==> src/rtl/uq_pkg.sv <==
package uq_pkg;
  localparam int NUM_IRQ    = 9;
  localparam int IRQ_RXLVL  = 0;
  localparam int IRQ_TXLVL  = 1;
  localparam int IRQ_PARITY = 2;
  localparam int IRQ_FRAME  = 3;
  localparam int IRQ_OVF    = 4;
  localparam int IRQ_DSR    = 5;
  localparam int IRQ_CTS    = 6;
  localparam int IRQ_BRK    = 7;
  localparam int IRQ_IDLE   = 8;
endpackage

==> src/rtl/uq_byte_fifo.sv <==
module uq_byte_fifo #(
  parameter int DEPTH = 128,
  parameter int DW    = 8,
  localparam int AW   = $clog2(DEPTH),
  localparam int CW   = AW + 1
) (
  input  logic          clk,
  input  logic          rst_n,
  input  logic          clr,
  input  logic          push,
  input  logic [DW-1:0] din,
  input  logic          pop,
  output logic [DW-1:0] dout,
  output logic [CW-1:0] count,
  output logic          full,
  output logic          empty
);
  logic [DW-1:0] mem [DEPTH];
  logic [AW-1:0] wr_ptr, rd_ptr;
  logic          do_push, do_pop;

  assign full    = (count == CW'(DEPTH));
  assign empty   = (count == '0);
  assign do_push = push && !full;
  assign do_pop  = pop && !empty;
  assign dout    = mem[rd_ptr];

  always_ff @(posedge clk) begin
    if (do_push && !clr) mem[wr_ptr] <= din;
  end

  always_ff @(posedge clk) begin
    if (!rst_n || clr) begin
      wr_ptr <= '0;
      rd_ptr <= '0;
      count  <= '0;
    end else begin
      if (do_push) wr_ptr <= wr_ptr + 1'b1;
      if (do_pop)  rd_ptr <= rd_ptr + 1'b1;
      case ({do_push, do_pop})
        2'b10:   count <= count + 1'b1;
        2'b01:   count <= count - 1'b1;
        default: count <= count;
      endcase
    end
  end
endmodule

==> src/rtl/uq_idle_timer.sv <==
module uq_idle_timer #(
  parameter int TW = 7
) (
  input  logic          clk,
  input  logic          rst_n,
  input  logic          restart,
  input  logic          tick,
  input  logic          en,
  input  logic          has_data,
  input  logic [TW-1:0] thr,
  output logic          expired
);
  logic [TW-1:0] idle_cnt;

  always_ff @(posedge clk) begin
    if (!rst_n || restart)
      idle_cnt <= '0;
    else if (tick && idle_cnt != {TW{1'b1}})
      idle_cnt <= idle_cnt + 1'b1;
  end

  assign expired = en && has_data && (idle_cnt >= thr);
endmodule

==> src/rtl/uq_irq_bank.sv <==
module uq_irq_bank #(
  parameter int N = 9
) (
  input  logic         clk,
  input  logic         rst_n,
  input  logic [N-1:0] set_vec,
  input  logic [N-1:0] clr_vec,
  input  logic [N-1:0] ena,
  output logic [N-1:0] raw,
  output logic [N-1:0] status,
  output logic         irq
);
  for (genvar i = 0; i < N; i++) begin : g_bit
    always_ff @(posedge clk) begin
      if (!rst_n)          raw[i] <= 1'b0;
      else if (clr_vec[i]) raw[i] <= 1'b0;
      else if (set_vec[i]) raw[i] <= 1'b1;
    end
    assign status[i] = raw[i] & ena[i];
  end

  assign irq = |status;
endmodule

==> src/rtl/uart_fifo_irq.sv <==
module uart_fifo_irq #(
  parameter int DEPTH = 128,
  parameter int DW    = 8,
  parameter int THR_W = 7,
  localparam int CW   = $clog2(DEPTH) + 1,
  localparam int NI   = uq_pkg::NUM_IRQ
) (
  input  logic          clk,
  input  logic          rst_n,
  input  logic          rx_in_valid,
  output logic          rx_in_ready,
  input  logic [DW-1:0] rx_in_data,
  output logic          rx_out_valid,
  input  logic          rx_out_ready,
  output logic [DW-1:0] rx_out_data,
  input  logic          tx_in_valid,
  output logic          tx_in_ready,
  input  logic [DW-1:0] tx_in_data,
  output logic          tx_out_valid,
  input  logic          tx_out_ready,
  output logic [DW-1:0] tx_out_data,
  input  logic          rx_fifo_clr,
  input  logic          tx_fifo_clr,
  input  logic [THR_W-1:0] rx_full_thr,
  input  logic [THR_W-1:0] tx_empty_thr,
  input  logic [THR_W-1:0] rx_flow_thr,
  input  logic          rx_flow_en,
  input  logic [THR_W-1:0] rx_idle_thr,
  input  logic          rx_idle_en,
  input  logic          byte_tick,
  input  logic          evt_parity,
  input  logic          evt_frame,
  input  logic          evt_dsr_chg,
  input  logic          evt_cts_chg,
  input  logic          evt_brk,
  input  logic [NI-1:0] irq_ena,
  input  logic [NI-1:0] irq_clr,
  output logic [CW-1:0] rx_count,
  output logic [CW-1:0] tx_count,
  output logic [NI-1:0] irq_raw,
  output logic [NI-1:0] irq_status,
  output logic          irq,
  output logic          rts_req
);
  import uq_pkg::*;

  logic rx_full, rx_empty, tx_full, tx_empty;
  logic rx_pop, rx_accept, rx_drop;
  logic idle_hit;
  logic [NI-1:0] set_vec;

  assign rx_in_ready = 1'b1;
  assign rx_pop      = rx_out_ready && !rx_empty;
  assign rx_accept   = rx_in_valid && !rx_full;
  assign rx_drop     = rx_in_valid && rx_full && !rx_fifo_clr;

  uq_byte_fifo #(.DEPTH(DEPTH), .DW(DW)) u_rx_fifo (
    .clk(clk), .rst_n(rst_n), .clr(rx_fifo_clr),
    .push(rx_in_valid), .din(rx_in_data),
    .pop(rx_out_ready), .dout(rx_out_data),
    .count(rx_count), .full(rx_full), .empty(rx_empty)
  );

  uq_byte_fifo #(.DEPTH(DEPTH), .DW(DW)) u_tx_fifo (
    .clk(clk), .rst_n(rst_n), .clr(tx_fifo_clr),
    .push(tx_in_valid), .din(tx_in_data),
    .pop(tx_out_ready), .dout(tx_out_data),
    .count(tx_count), .full(tx_full), .empty(tx_empty)
  );

  assign rx_out_valid = !rx_empty;
  assign tx_out_valid = !tx_empty;
  assign tx_in_ready  = !tx_full;

  uq_idle_timer #(.TW(THR_W)) u_idle (
    .clk(clk), .rst_n(rst_n),
    .restart(rx_accept || rx_pop || rx_fifo_clr),
    .tick(byte_tick), .en(rx_idle_en), .has_data(!rx_empty),
    .thr(rx_idle_thr), .expired(idle_hit)
  );

  always_comb begin
    set_vec             = '0;
    set_vec[IRQ_RXLVL]  = rx_count >= CW'(rx_full_thr);
    set_vec[IRQ_TXLVL]  = tx_count <= CW'(tx_empty_thr);
    set_vec[IRQ_PARITY] = evt_parity;
    set_vec[IRQ_FRAME]  = evt_frame;
    set_vec[IRQ_OVF]    = rx_drop;
    set_vec[IRQ_DSR]    = evt_dsr_chg;
    set_vec[IRQ_CTS]    = evt_cts_chg;
    set_vec[IRQ_BRK]    = evt_brk;
    set_vec[IRQ_IDLE]   = idle_hit;
  end

  uq_irq_bank #(.N(NI)) u_irq (
    .clk(clk), .rst_n(rst_n), .set_vec(set_vec), .clr_vec(irq_clr),
    .ena(irq_ena), .raw(irq_raw), .status(irq_status), .irq(irq)
  );

  assign rts_req = !(rx_flow_en && (rx_count >= CW'(rx_flow_thr)));
endmodule

==> config.mk <==
export PLATFORM = sky130hd
export DESIGN_NAME = uart_fifo_irq
export DESIGN_NICKNAME = d
export VERILOG_FILES = /design/src/rtl/uq_pkg.sv /design/src/rtl/uq_byte_fifo.sv /design/src/rtl/uq_idle_timer.sv /design/src/rtl/uq_irq_bank.sv /design/src/rtl/uart_fifo_irq.sv
export SDC_FILE = /design/constraint.sdc
export NUM_CORES = 2
export LEC_CHECK = 0
export ABC_CLOCK_PERIOD_IN_PS = 4300
export CORE_ASPECT_RATIO = 0.8
export CORE_UTILIZATION = 55
export CTS_CLUSTER_DIAMETER = 30
export DETAILED_ROUTE_END_ITERATION = 12
export HOLD_SLACK_MARGIN = 0.1
export PLACE_DENSITY = 0.68
export SYNTH_ARGS = -nofsm -noshare
export SYNTH_HDL_FRONTEND = slang
export SYNTH_SLANG_ARGS = --single-unit
==> constraint.sdc <==
create_clock -name clk -period 4.3 [get_ports clk]
set_clock_uncertainty 0.15 [all_clocks]
set_input_delay 0.86 -clock clk [delete_from_list [all_inputs] [get_ports clk]]
set_output_delay 0.86 -clock clk [all_outputs]
set_load 0.02 [all_outputs]
==> results.md <==
* Total routed wirelength at between 200000 and 250000 um
* Leading post-synthesis cells by cell area: sky130_fd_sc_hd__edfxtp_1 74%, sky130_fd_sc_hd__mux4_2 9.9%, sky130_fd_sc_hd__mux2i_1 3.2%
* Worst Tran Pin Value at 1240 ps
* Worst path most repeated cell: sky130_fd_sc_hd__buf_4
* Routed via count divided by cell count at 6.26
* Cells traversed along the worst timing path: buf_4, buf_12, buf_12, buf_6, buf_4, mux4_2, nor2b_1, a21oi_2, nand4_1, a221oi_2, buf_4, nand2_1, buf_6
* Met2 GRT Util at 40.4%
* Remaining max-slew budget at the tightest pin at 17.6%
* Peak supply drop at 404 uV
* Layer with the highest usage after global routing: met1
* Post-synth EDFFs at 2048
* Worst path max stage delay at 510 ps
* Area overhead of the layout relative to synthesis at 25.6%
* Number of instances in the synthesized netlist at 4333
* Initial antenna violation count at 1
* First-iteration detailed-routing DRC count at 6005
* Initial DRT Pass Iterations at 5
* Final-report hold violation count at 0
* Kind of cell with the highest combined delay on the critical path: buffers and inverters
* Overall Global Routing Usage at 27.7%
* Main flop type after synthesis: sky130_fd_sc_hd__edfxtp_1
* Post-Syn Area at between 80000 and 90000 sq um
* Met1 global-route usage at 42.4%
* Insertion delay to the later sink of the worst-skew pair at about 930 ps
* Worst-case clock buffer depth at 4
* Fraction of final layout cells with drive strength greater than 1 at 31.9%
* Effective utilization at floorplan at 55.5%
* TritonCTS clock tree: done
* Clock-pin slew on the worst setup and hold paths at approximately 50 ps
* Result of the run: complete, but fails checks
* Post-synth ARST share at 0%
* Count of distinct cell types in the synthesized netlist at 60
* WP data arrival at roughly 3600 ps
* Share of the synthesized area in the top cell type at between 70 and 80%
* Required time of the critical path at around 3300 ps
* Syn Nets at ~4500
* Number of antenna-violating nets in the routed design at 0
* Remaining DRCs at 0
* Global-route wire length before repair at 309000 um
* Clock root cell: sky130_fd_sc_hd__clkbuf_16
* Post-layout net count at between 5000 and 6000
* CP Buf/Inv Count at 7
* Warnings, synthesis at 0
* Number of buffer cells added on primary ports at approximately 130
* Final min period at ~4600 ps
* Num CTS Buffers at 355
* Placeable core area at 150000 sq um
* Leakage Power at 0.0341 uW
* Largest net degree at the start of global routing at 95
* Crit path max fanout at 7
* H-Tree Depth at 5
* Area leader, netlist: sky130_fd_sc_hd__edfxtp_1
* Type of element capturing the critical path: primary output
* Average cell area after synthesis at 19.3 sq um
* Via count of the first global-routing pass at 45600
* Chip Height at roughly 350 um
* I/O pin count at 134
* Vias after detailed routing at 46300
* Die X-Extent at 438 um
* Worst hold path class: input port to flop
* Area of the die at 153000 sq um
* Power Dens Cells at ~500 nW/um^2
* Row count at around 130
* Final count of pins violating max slew at 0
* Period utilization at 107%
* Final std cells w/o fill at 7402
* Slowest cell on the critical path: sky130_fd_sc_hd__mux4_2
* GP Congestion at 0.861
* Average detailed-routed wire length per instance at 28.9 um
* Sequential area share after synthesis at 75.4%
* TritonCTS sink count at about 2100
* Maximum clock frequency at 217 MHz
* Final cell area excluding filler cells at around 100000 sq um
* Register bit count reported by yosys at about 2100
* Min setup slack post-route at -315 ps
* Setup CP Type: flop to primary output
* Count of final setup violators at 16
* Violated checks: setup timing
* Number of filler instances in the final layout at 9157
* Met3 usage at 6.36%
* Critical Path Start Type: flop
* Placed Instance Area at 89900 sq um
* RSZ-0062 raised after global routing: true
* Placed Instances at 6649
* Sum of overflow across all layers after global routing at 0
* Hpwl dp at around 130000 um
* Number of maximum-capacitance constraint violations at 0
## final cells by class
type | instances | area [sq um] | area share, %
timing repair buffer | 685 | 7000 | 6.68
clock buffer | 397 | 9240 | 8.82
antenna | 1 | 2.50 | 0.00239
clock inverter | 237 | 2740 | 2.61
inverter | 35 | 131 | 0.125
tap | 1999 | 2500 | 2.39
sequential | 2122 | 63000 | 60.1
multi-input combinational | 1926 | 20200 | 19.3
## cells by family after synthesis
kind of cell               count (synthesis)  share of synthesized area (%)
AOI/OAI and AO/OA                        453                           3.92
other                                      1                        0.00449
DFF                                     2122                           75.4
and+or+nand+nor                          737                           4.17
buffers and inverters                    285                           1.73
adders and majority gates                 45                          0.683
muxes                                    647                           13.6
xor gates and xnor gates                  43                          0.451
## cell usage in the layout (no fill, tap or decap), drive strengths merged, types with 41 or more instances in the layout
cell type      Yosys  final
edfxtp          2048   2048
buf              137    572
clkbuf           113    403
mux4             384    384
nor2             357    357
mux2i            263    263
a22oi            192    192
clkinv             0    105
clkdlybuf4s50      0     98
a21oi             96     96
nand3             91     91
inv               35     84
dfxtp             74     74
nand2             67     67
nor2b             62     62
a221oi            49     49
ha                44     44
bufinv             0     42
clkinvlp           0     41
## sequential cells by signal (all words and copies together) (netlist names), named ones only
signal,count
u_rx_fifo.mem,1024
u_tx_fifo.mem,1024
u_irq.raw,9
u_rx_fifo.count,8
u_tx_fifo.count,8
u_idle.idle_cnt,7
u_rx_fifo.rd_ptr,7
u_rx_fifo.wr_ptr,7
u_tx_fifo.rd_ptr,7
u_tx_fifo.wr_ptr,7
## synthesized netlist by cell type (all sizes together), types with 2 or more instances
| cell | n |
|---|---|
| xor2 | 27 |
| mux4 | 384 |
| mux2i | 263 |
| and2 | 17 |
| nor3b | 10 |
| a21o | 2 |
| ha | 44 |
| nand4 | 40 |
| nand3b | 8 |
| inv | 35 |
| or3b | 4 |
| a21oi | 96 |
| and3 | 37 |
| and3b | 3 |
| and4 | 3 |
| o21ai | 16 |
| xnor2 | 16 |
| nand4b | 2 |
| or3 | 6 |
| nand2b | 11 |
| a221oi | 49 |
| or4 | 2 |
| o21a | 3 |
| clkbuf | 113 |
| buf | 137 |
| edfxtp | 2048 |
| o311ai | 2 |
| o31ai | 2 |
| nor2 | 357 |
| a22o | 32 |
| a22oi | 192 |
| nor4 | 2 |
| or2 | 3 |
| a31oi | 33 |
| a21boi | 2 |
| nor3 | 11 |
| dfxtp | 74 |
| nand2 | 67 |
| nand3 | 91 |
| o22ai | 17 |
| nor2b | 62 |
## per-layer routing
metal / wire, um / up-vias
met2: 96700 / 2514
met4: 5050 / 0
met3: 21400 / 359
li1: - / 19400
met5: 0 / -
met1: 91000 / 24100
## what timing repair did
item	in CTS	in global routing
gates cloned	20	6
hold buffers	0	0
pin swaps	81	30
buffers inserted	63	41
endpoints found under the setup margin	18	16
gates resized for setup	306	67
## power by group
group / internal [uW] / switching, uW
registers: 22700 / 24.1
clock network: 18200 / 10000
logic: 790 / 1070
## path summary, 6_finish.rpt
kind,slack (ps),start,to,cells past startpoint
max,-310,flop,tx_out_data[7],13
min,300,tx_in_data[3],u_tx_fifo.mem[120][3]$_DFFE_PP_,1
max reg2reg,240,u_tx_fifo.count[3]$_SDFFE_PP0P_,u_tx_fifo.count[7]$_SDFFE_PP0P_,13
min reg2reg,330,u_irq.raw[8]$_SDFFE_PP0P_,u_irq.raw[8]$_SDFFE_PP0P_,2
## through the flow
| stage | setup WS [ps] | TNS [ps] | utilization, % | total power (uW) | hold WS (ps) |
|---|---|---|---|---|---|
| 3_5_place_dp | -148 | -248 | 59.8 | 24700 | 321 |
| 5_1_grt | -423 | -5500 | 69.7 | 54100 | 283 |
| 6_report | -315 | -4180 | 69.7 | 52800 | 295 |
| 3_3_place_gp | -139 | -262 | 59.8 | 24700 | 312 |
| 2_1_floorplan | 263 | 0 | - | 23900 | 313 |
| 4_1_cts | -350 | -4070 | 69.3 | 53000 | 244 |
Power figures use the tool's default switching activity.
